`src/rtl/lcd_reg_pkg.sv`:
```
package lcd_reg_pkg;

   localparam int unsigned REG_W = 32;

   // register offsets (byte addresses)
   localparam int unsigned OFF_CTRL = 'h00;
   localparam int unsigned OFF_TIM0 = 'h04;
   localparam int unsigned OFF_TIM1 = 'h08;
   localparam int unsigned OFF_TIM2 = 'h0C;
   localparam int unsigned OFF_STAT = 'h10;
   localparam int unsigned OFF_SUBP = 'h14;

   // control word field positions
   localparam int unsigned CB_EN     = 0;
   localparam int unsigned CB_MONO   = 1;
   localparam int unsigned CB_IEN    = 3;
   localparam int unsigned CB_TFT    = 7;
   localparam int unsigned CB_LMODE  = 20;
   localparam int unsigned CB_TFT_HI = 23;

   // masks and forced readback bits
   localparam logic [REG_W-1:0] CTRL_KEEP  = 32'h01CF_F300;
   localparam logic [REG_W-1:0] CTRL_ONES  = 32'hFE00_0C34;
   localparam logic [REG_W-1:0] TIM0_ONES  = 32'h0000_000F;
   localparam logic [REG_W-1:0] TIM2_ONES  = 32'hFC00_0000;
   localparam logic [REG_W-1:0] SUBP_KEEP  = 32'hA1FF_FFFF;

   // status bit positions
   localparam int unsigned SB_FRAME = 0;
   localparam int unsigned SB_SYNC  = 2;
   localparam int unsigned SB_PAL   = 6;

   // load mode value that suppresses frame-done on stop
   localparam logic [1:0] LMODE_PAL_ONLY = 2'd1;

   typedef enum logic [2:0] {
      SEL_CTRL,
      SEL_TIM0,
      SEL_TIM1,
      SEL_TIM2,
      SEL_STAT,
      SEL_SUBP,
      SEL_NONE
   } reg_sel_e;

   typedef struct packed {
      logic [1:0]       lmode;
      logic             tft;
      logic [1:0]       ien;
      logic             mono;
      logic             enable;
      logic [REG_W-1:0] kept;
   } ctl_fields_t;

   function automatic logic [REG_W-1:0] ctl_image(input ctl_fields_t c);
      logic [REG_W-1:0] v;
      v = CTRL_ONES | c.kept;
      v = v | (REG_W'(c.tft)    << CB_TFT_HI);
      v = v | (REG_W'(c.lmode)  << CB_LMODE);
      v = v | (REG_W'(c.tft)    << CB_TFT);
      v = v | (REG_W'(c.ien)    << CB_IEN);
      v = v | (REG_W'(c.mono)   << CB_MONO);
      v = v | (REG_W'(c.enable) << CB_EN);
      return v;
   endfunction

endpackage

```
`src/rtl/lcd_addr_decode.sv`:
```
module lcd_addr_decode
   import lcd_reg_pkg::*;
#(
   parameter int unsigned ADDR_W = 8
) (
   input  logic [ADDR_W-1:0] addr,
   output reg_sel_e          sel
);

   localparam logic [ADDR_W-1:0] A_CTRL = ADDR_W'(OFF_CTRL);
   localparam logic [ADDR_W-1:0] A_TIM0 = ADDR_W'(OFF_TIM0);
   localparam logic [ADDR_W-1:0] A_TIM1 = ADDR_W'(OFF_TIM1);
   localparam logic [ADDR_W-1:0] A_TIM2 = ADDR_W'(OFF_TIM2);
   localparam logic [ADDR_W-1:0] A_STAT = ADDR_W'(OFF_STAT);
   localparam logic [ADDR_W-1:0] A_SUBP = ADDR_W'(OFF_SUBP);

   initial begin : p_elab_chk
      assert (ADDR_W >= 5) else $error("ADDR_W must cover offset 0x14");
   end

   always_comb begin
      if      (addr == A_CTRL) sel = SEL_CTRL;
      else if (addr == A_TIM0) sel = SEL_TIM0;
      else if (addr == A_TIM1) sel = SEL_TIM1;
      else if (addr == A_TIM2) sel = SEL_TIM2;
      else if (addr == A_STAT) sel = SEL_STAT;
      else if (addr == A_SUBP) sel = SEL_SUBP;
      else                     sel = SEL_NONE;
   end

endmodule

```
`src/rtl/lcd_cfg_regs.sv`:
```
module lcd_cfg_regs
   import lcd_reg_pkg::*;
#(
   parameter int unsigned DIM_W = 10,
   localparam int unsigned FLD_W = REG_W - DIM_W
) (
   input  logic              clk,
   input  logic              rst_n,
   input  logic              wr_en,
   input  reg_sel_e          sel,
   input  logic [REG_W-1:0]  wdata,
   input  logic              sync_evt,
   output ctl_fields_t       ctl,
   output logic [FLD_W-1:0]  tim0_fld,
   output logic [DIM_W:0]    width,
   output logic [FLD_W-1:0]  tim1_fld,
   output logic [DIM_W:0]    height,
   output logic [REG_W-1:0]  tim2,
   output logic [REG_W-1:0]  subp,
   output logic              act_on,
   output logic              act_off,
   output logic              mark_frame,
   output logic              eng_start,
   output logic              eng_stop
);

   initial begin : p_elab_chk
      assert (DIM_W >= 1 && DIM_W <= 16) else $error("DIM_W out of range");
   end

   logic ctl_wr, tim0_wr, tim1_wr, tim2_wr, subp_wr;
   logic en_req;

   assign ctl_wr  = wr_en && (sel == SEL_CTRL);
   assign tim0_wr = wr_en && (sel == SEL_TIM0);
   assign tim1_wr = wr_en && (sel == SEL_TIM1);
   assign tim2_wr = wr_en && (sel == SEL_TIM2);
   assign subp_wr = wr_en && (sel == SEL_SUBP);

   assign en_req     = ctl_wr ? wdata[CB_EN] : ctl.enable;
   assign act_on     = ctl_wr && wdata[CB_EN] && !ctl.enable && !sync_evt;
   assign act_off    = ctl_wr && !wdata[CB_EN] && ctl.enable;
   assign mark_frame = act_off && (wdata[CB_LMODE+1:CB_LMODE] != LMODE_PAL_ONLY);

   always_ff @(posedge clk or negedge rst_n) begin
      if (!rst_n) begin
         ctl       <= '0;
         tim0_fld  <= '0;
         width     <= '0;
         tim1_fld  <= '0;
         height    <= '0;
         tim2      <= '0;
         subp      <= '0;
         eng_start <= 1'b0;
         eng_stop  <= 1'b0;
      end else begin
         eng_start  <= act_on;
         eng_stop   <= act_off;
         ctl.enable <= sync_evt ? 1'b0 : en_req;
         if (ctl_wr) begin
            ctl.lmode <= wdata[CB_LMODE+1:CB_LMODE];
            ctl.tft   <= wdata[CB_TFT];
            ctl.ien   <= wdata[CB_IEN+1:CB_IEN];
            ctl.mono  <= wdata[CB_MONO];
            ctl.kept  <= wdata & CTRL_KEEP;
         end
         if (tim0_wr) begin
            tim0_fld <= wdata[REG_W-1:DIM_W];
            width    <= (DIM_W+1)'(wdata[DIM_W-1:0]) + (DIM_W+1)'(1);
         end
         if (tim1_wr) begin
            tim1_fld <= wdata[REG_W-1:DIM_W];
            height   <= (DIM_W+1)'(wdata[DIM_W-1:0]) + (DIM_W+1)'(1);
         end
         if (tim2_wr) tim2 <= wdata;
         if (subp_wr) subp <= wdata & SUBP_KEEP;
      end
   end

   // start and stop never overlap
   a_r7_pulse_excl: assert property (@(posedge clk) disable iff (!rst_n)
      !(eng_start && eng_stop));
   // start pulse coincides with a fresh enable
   a_r7_start_enable: assert property (@(posedge clk) disable iff (!rst_n)
      eng_start |-> (ctl.enable && !$past(ctl.enable)));
   // pulse lasts one cycle
   a_r7_start_single: assert property (@(posedge clk) disable iff (!rst_n)
      eng_start |=> !eng_start);
   // engine sync error drops enable
   a_r10_sync_drops_en: assert property (@(posedge clk) disable iff (!rst_n)
      sync_evt |=> !ctl.enable);
   // subpanel never holds masked-off bits
   a_r5_subp_masked: assert property (@(posedge clk) disable iff (!rst_n)
      (subp & ~SUBP_KEEP) == '0);

endmodule

```
`src/rtl/lcd_status_irq.sv`:
```
module lcd_status_irq (
   input  logic       clk,
   input  logic       rst_n,
   input  logic       act_on,
   input  logic       act_off,
   input  logic       mark_frame,
   input  logic       evt_palette,
   input  logic       evt_sync,
   input  logic [1:0] ien,
   output logic       st_pal,
   output logic       st_sync,
   output logic       st_frame,
   output logic       irq
);

   always_ff @(posedge clk or negedge rst_n) begin
      if (!rst_n) begin
         st_pal   <= 1'b0;
         st_sync  <= 1'b0;
         st_frame <= 1'b0;
      end else begin
         st_pal   <= evt_palette | (st_pal & ~act_on);
         st_sync  <= evt_sync | (st_sync & ~act_off);
         st_frame <= mark_frame | (st_frame & ~act_on);
      end
   end

   assign irq = (st_frame & ien[0]) | (st_pal & ien[1]) | st_sync;

   // palette event is visible next cycle
   a_r9_palette_sets: assert property (@(posedge clk) disable iff (!rst_n)
      evt_palette |=> st_pal);
   // sync error always interrupts
   a_r11_sync_irq: assert property (@(posedge clk) disable iff (!rst_n)
      st_sync |-> irq);
   // stop without new sync event clears sync error
   a_r8_stop_clears_sync: assert property (@(posedge clk) disable iff (!rst_n)
      (act_off && !evt_sync) |=> !st_sync);
   // stop outside palette-only mode marks frame done
   a_r8_stop_frame: assert property (@(posedge clk) disable iff (!rst_n)
      mark_frame |=> st_frame);

endmodule

```
`src/rtl/lcd_read_mux.sv`:
```
module lcd_read_mux
   import lcd_reg_pkg::*;
#(
   parameter int unsigned DIM_W    = 10,
   parameter bit          READ_REG = 1'b0,
   localparam int unsigned FLD_W   = REG_W - DIM_W
) (
   input  logic              clk,
   input  logic              rst_n,
   input  logic              rd_en,
   input  reg_sel_e          sel,
   input  ctl_fields_t       ctl,
   input  logic [FLD_W-1:0]  tim0_fld,
   input  logic [DIM_W:0]    width,
   input  logic [FLD_W-1:0]  tim1_fld,
   input  logic [DIM_W:0]    height,
   input  logic [REG_W-1:0]  tim2,
   input  logic [REG_W-1:0]  subp,
   input  logic              st_pal,
   input  logic              st_sync,
   input  logic              st_frame,
   output logic [REG_W-1:0]  rdata
);

   logic [REG_W-1:0] img;

   always_comb begin
      case (sel)
         SEL_CTRL: img = ctl_image(ctl);
         SEL_TIM0: img = {tim0_fld, {DIM_W{1'b0}}}
                         | (REG_W'(width) - REG_W'(1)) | TIM0_ONES;
         SEL_TIM1: img = {tim1_fld, {DIM_W{1'b0}}}
                         | (REG_W'(height) - REG_W'(1));
         SEL_TIM2: img = tim2 | TIM2_ONES;
         SEL_STAT: img = (REG_W'(st_pal)   << SB_PAL)
                       | (REG_W'(st_sync)  << SB_SYNC)
                       | (REG_W'(st_frame) << SB_FRAME);
         SEL_SUBP: img = subp;
         default:  img = '0;
      endcase
   end

   generate
      if (READ_REG == 1'b0) begin : g_comb
         assign rdata = rd_en ? img : '0;
         // unmapped offsets read zero
         a_r6_unmapped_zero: assert property (@(posedge clk) disable iff (!rst_n)
            (rd_en && sel == SEL_NONE) |-> (rdata == '0));
      end else begin : g_reg
         always_ff @(posedge clk or negedge rst_n) begin
            if (!rst_n) rdata <= '0;
            else        rdata <= rd_en ? img : '0;
         end
         // unmapped offsets read zero
         a_r6_unmapped_zero: assert property (@(posedge clk) disable iff (!rst_n)
            (rd_en && sel == SEL_NONE) |=> (rdata == '0));
      end
   endgenerate

endmodule

```
`src/rtl/lcd_ctl_regs.sv`:
```
module lcd_ctl_regs
   import lcd_reg_pkg::*;
#(
   parameter int unsigned ADDR_W   = 8,
   parameter int unsigned DIM_W    = 10,
   parameter bit          READ_REG = 1'b0
) (
   input  logic              clk,
   input  logic              rst_n,
   input  logic              bus_wr,
   input  logic              bus_rd,
   input  logic [ADDR_W-1:0] bus_addr,
   input  logic [31:0]       bus_wdata,
   output logic [31:0]       bus_rdata,
   input  logic              evt_palette,
   input  logic              evt_sync_err,
   output logic              eng_start,
   output logic              eng_stop,
   output logic              cfg_enable,
   output logic [1:0]        cfg_load_mode,
   output logic              cfg_tft,
   output logic              cfg_mono,
   output logic [DIM_W:0]    cfg_width,
   output logic [DIM_W:0]    cfg_height,
   output logic              irq
);

   localparam int unsigned FLD_W = REG_W - DIM_W;

   reg_sel_e         sel;
   ctl_fields_t      ctl;
   logic [FLD_W-1:0] tim0_fld, tim1_fld;
   logic [REG_W-1:0] tim2, subp;
   logic             act_on, act_off, mark_frame;
   logic             st_pal, st_sync, st_frame;

   lcd_addr_decode #(.ADDR_W(ADDR_W)) u_dec (
      .addr (bus_addr),
      .sel  (sel)
   );

   lcd_cfg_regs #(.DIM_W(DIM_W)) u_cfg (
      .clk        (clk),
      .rst_n      (rst_n),
      .wr_en      (bus_wr),
      .sel        (sel),
      .wdata      (bus_wdata),
      .sync_evt   (evt_sync_err),
      .ctl        (ctl),
      .tim0_fld   (tim0_fld),
      .width      (cfg_width),
      .tim1_fld   (tim1_fld),
      .height     (cfg_height),
      .tim2       (tim2),
      .subp       (subp),
      .act_on     (act_on),
      .act_off    (act_off),
      .mark_frame (mark_frame),
      .eng_start  (eng_start),
      .eng_stop   (eng_stop)
   );

   lcd_status_irq u_stat (
      .clk         (clk),
      .rst_n       (rst_n),
      .act_on      (act_on),
      .act_off     (act_off),
      .mark_frame  (mark_frame),
      .evt_palette (evt_palette),
      .evt_sync    (evt_sync_err),
      .ien         (ctl.ien),
      .st_pal      (st_pal),
      .st_sync     (st_sync),
      .st_frame    (st_frame),
      .irq         (irq)
   );

   lcd_read_mux #(.DIM_W(DIM_W), .READ_REG(READ_REG)) u_rd (
      .clk      (clk),
      .rst_n    (rst_n),
      .rd_en    (bus_rd),
      .sel      (sel),
      .ctl      (ctl),
      .tim0_fld (tim0_fld),
      .width    (cfg_width),
      .tim1_fld (tim1_fld),
      .height   (cfg_height),
      .tim2     (tim2),
      .subp     (subp),
      .st_pal   (st_pal),
      .st_sync  (st_sync),
      .st_frame (st_frame),
      .rdata    (bus_rdata)
   );

   assign cfg_enable    = ctl.enable;
   assign cfg_load_mode = ctl.lmode;
   assign cfg_tft       = ctl.tft;
   assign cfg_mono      = ctl.mono;

   // engine sync error gives no stop pulse
   a_r10_no_stop_on_sync: assert property (@(posedge clk) disable iff (!rst_n)
      (evt_sync_err && !(bus_wr && sel == SEL_CTRL)) |=> !eng_stop);
   // status writes do not touch flags
   a_r6_stat_write_ignored: assert property (@(posedge clk) disable iff (!rst_n)
      (bus_wr && sel == SEL_STAT && !evt_palette && !evt_sync_err) |=> $stable(st_pal));

endmodule

```
`config.mk`:
```
export PLATFORM = sky130hd
export DESIGN_NAME = lcd_ctl_regs
export DESIGN_NICKNAME = d
export VERILOG_FILES = /design/src/rtl/lcd_reg_pkg.sv /design/src/rtl/lcd_addr_decode.sv /design/src/rtl/lcd_cfg_regs.sv /design/src/rtl/lcd_status_irq.sv /design/src/rtl/lcd_read_mux.sv /design/src/rtl/lcd_ctl_regs.sv
export SDC_FILE = /design/constraint.sdc
export NUM_CORES = 1
export LEC_CHECK = 0
export BUFFER_PORTS_ARGS = -buffer_cell sky130_fd_sc_hd__buf_2
export CAP_MARGIN = 20
export CORE_MARGIN = 2
export CORE_UTILIZATION = 50
export CTS_BUF_LIST = sky130_fd_sc_hd__clkbuf_16
export DETAILED_ROUTE_END_ITERATION = 8
export MAX_ROUTING_LAYER = met4
export PLACE_DENSITY = 0.82
export SLEW_MARGIN = 20
export SYNTH_ARGS = -nofsm -noshare
export SYNTH_HDL_FRONTEND = slang
export SYNTH_SLANG_ARGS = --single-unit
```
`constraint.sdc`:
```
create_clock -name clk -period 2.27 [get_ports clk]
set_input_delay 0.3405 -clock clk [delete_from_list [all_inputs] [get_ports clk]]
set_output_delay 0.3405 -clock clk [all_outputs]
set_load 0.05 [all_outputs]
```
==> metrics.txt <==
Reg-to-Reg End u_stat.st_pal; pwr dens 653 nW/µm²; # rows 43; clk_lat worst skew 0.43 ns; CORE AREA roughly 14,000 µm²; largest net degree at the start of global routing between 60 and 70; Achievable Freq 338 MHz; GRT Total Usage 32.1%; GRT Residual Overflow 0; placed cell areas 9070 µm²; maximum fanout along the worst path 6; DRC Markers 0; top-count cell post-synth dfrtp_1; Setup crit end kind output pin; average vias per placed instance between 6 and 7; number of synthesized flops with an enable pin 0; initial antenna violation count 0; Post-DRT Antenna Nets 0; CP startpoint u_cfg.width[4]; worst hold slack 0.112 ns; count of different cell masters after synthesis 67; VDD IR max 0.000491 V; fill cell count 816; synthesis warning total 0; MaxCap Viol Count 0; Area Overhead vs Synth 43.7%; failing checks setup timing; Synth Register Bits 144; post-synthesis sequential area ratio ~50%; clock skew a little under 0.004 ns; most common library cells after synthesis 144 x dfrtp_1, 77 x mux2_2, 62 x o21ai_0; vias after detailed routing 6,129; drt first pass iters 5; Slew @ Worst Pin roughly 0.73 ns; worst r2r path cells 2; final hold vios 0; Arrival @ worst endpoint ~2.6 ns; I/O Buffers 107; Post-Synthesis Cells 612; final number of setup-violating endpoints 31; Final WS setup -0.689 ns; share of layout cells above drive strength 1 a little over half; Setup crit end bus_rdata[14]; Yosys top cell by area dfrtp_1; first-pass GRT wire length 35,200 µm; DRT iter0 DRCs 554; Clock Tree Buf Depth 2; cell leakage power 4.65 nW; Syn Area/Cell 11.7 µm²; CP bufs+invs 3; worst slack at placement -0.365 ns; Ports approximately 110; Synth Net Count 660; Crit path depth 8; Worst Path Class, Setup flop to output pin; DR WL/cell around 24 µm; Crit-path slowest cell or4_4; share of the synthesized area in the top cell type 50.4%; gp weighted congestion 0.893; flop2flop setup slack 1.22 ns; placed cells ~940; Final Cell Area roughly 10,000 µm²; fin cells 976; Post-DP HPWL about 15,000 µm; n_diodes 0; status finished with violations; nets 831; setup TNS -16.91 ns; period utilisation layout 130%; Post-Synthesis Cell Area 7150 µm²; Clock transition at path regs around 0.06 ns; clk root buf clkbuf_16; Tightest Hold Check Type input pin to flop; Most used DFF post-synth dfrtp_1; TritonCTS clock tree built; die width 124 µm; r2r startpoint u_cfg.ctl[32]; max incr delay on CP 0.57 ns; Num CTS Buffers 17; H-tree Lvls 4; vias in the first global route about 6,500; Slew Limit Headroom 51.3%; RSZ-0062 raised after global routing true; Crit path required time 1.93 ns; crit-path leading delay family simple AND/OR/NAND/NOR gates; synth top area cells dfrtp_1 50%, mux2_2 12%, o21ai_0 4.3%, mux2_4 4.2%, mux2_1 3.5%; Post-Route WL between 20,000 and 25,000 µm; DIE AREA 15,300 µm²; crit path launch type flop; Max Slew Vio Count 0; die height between 100 and 150 µm; CP Cell Sequence or4_4 > nor4_4 > and2b_2 > buf_8 > buf_4 > o21ai_2 > a41oi_4 > buf_6; Starting Density about half; # clock sinks 144; ys async rst share 100%; minimum clock period after layout 2.96 ns
## flip-flops by register name, indices dropped and copies added, names as in the netlist
signal / flops
u_cfg.width: 11
u_cfg.subp: 27
u_stat.st_frame: 1
u_cfg.height: 11
u_cfg.ctl: 20
u_cfg.tim2: 26
u_stat.st_sync: 1
u_cfg.eng_start: 1
u_cfg.tim1_fld: 22
u_cfg.tim0_fld: 22
u_stat.st_pal: 1
u_cfg.eng_stop: 1
## area by class of cell
| type | count | area, µm² | share of cell area, % |
|---|---|---|---|
| sequential | 144 | 3620 | 35.2 |
| timing repair buffer | 195 | 1680 | 16.3 |
| tap | 180 | 225 | 2.19 |
| inverter | 6 | 22.5 | 0.219 |
| clock inverter | 15 | 169 | 1.64 |
| multi-input combinational | 419 | 4140 | 40.3 |
| clock buffer | 17 | 425 | 4.14 |
## kinds of logic (layout without fill, tap and decap cells)
logic type,after synthesis,count (layout),synth area share (%)
AND/OR/NAND/NOR,124,124,9.57
XOR/XNOR,19,19,2.33
buffers and inverters,49,233,3.43
multiplexers,122,122,20.2
flip-flops,144,144,50.4
AO/OA/AOI/OAI,152,152,13.8
adder cells (fa/ha/maj),2,2,0.350
## layout by cell type, fill, tap and decap left out, drive strengths merged, types with 5 or more instances in the layout
cell    instances
and3            5
clkinv          9
a21oi          17
a22o           18
dfrtp         144
nand3           9
xor2           11
xnor2           8
inv             7
a41oi          16
buf           194
o21ai          63
clkbuf         17
a31oi           9
nand2          50
mux2          119
nor3            7
a22oi           7
nor2           22
## layer usage
layer	track usage, %	up-vias	share of wire [%]
met4	15.3	0	4.5
met5	-	-	0
met1	39.5	3120	39
met2	50.7	324	50
li1	-	2588	-
met3	7.01	97	6.0
## worst reg2reg max path, cell delays in order (launching register included)
cell and delay [ns]:
dfrtp_2 0.47, nor4b_2 0.37, o21bai_1 0.10
## timing repair
action	CTS	global route
hold buffers	1	0
gates resized for setup	101	45
endpoints found under the hold margin	20	0
setup endpoints to repair	32	32
pin swaps	13	20
setup buffers	3	3
gates cloned	1	0
## where the power goes
group          internal (W)  switching (W)
Sequential          0.00271       0.000104
Combinational      0.000432       0.000631
Clock               0.00172        0.00112
## how the worst min path moves through the flow
stage	startpoint	endpoint	slack, ns	cells past startpoint
final	evt_palette	u_stat.st_pal	0.11	2
after global routing	evt_palette	u_stat.st_pal	0.11	2
after CTS	evt_palette	u_stat.st_pal	0.10	2
after detailed placement	rst_n	u_cfg.ctl[15]	0.21	1
after global placement	rst_n	u_cfg.ctl[15]	0.20	1
after floorplan	rst_n	u_cfg.ctl[12]	0.04	0
## per-stage QoR
stage                     total power, W  utilization, %
after floorplan                  0.00333               -
after global placement           0.00367            65.1
after detailed placement         0.00372            65.1
after CTS                        0.00661            72.3
after global routing             0.00693            73.8
final                            0.00672            73.8
(Power assumes the default switching activity.)
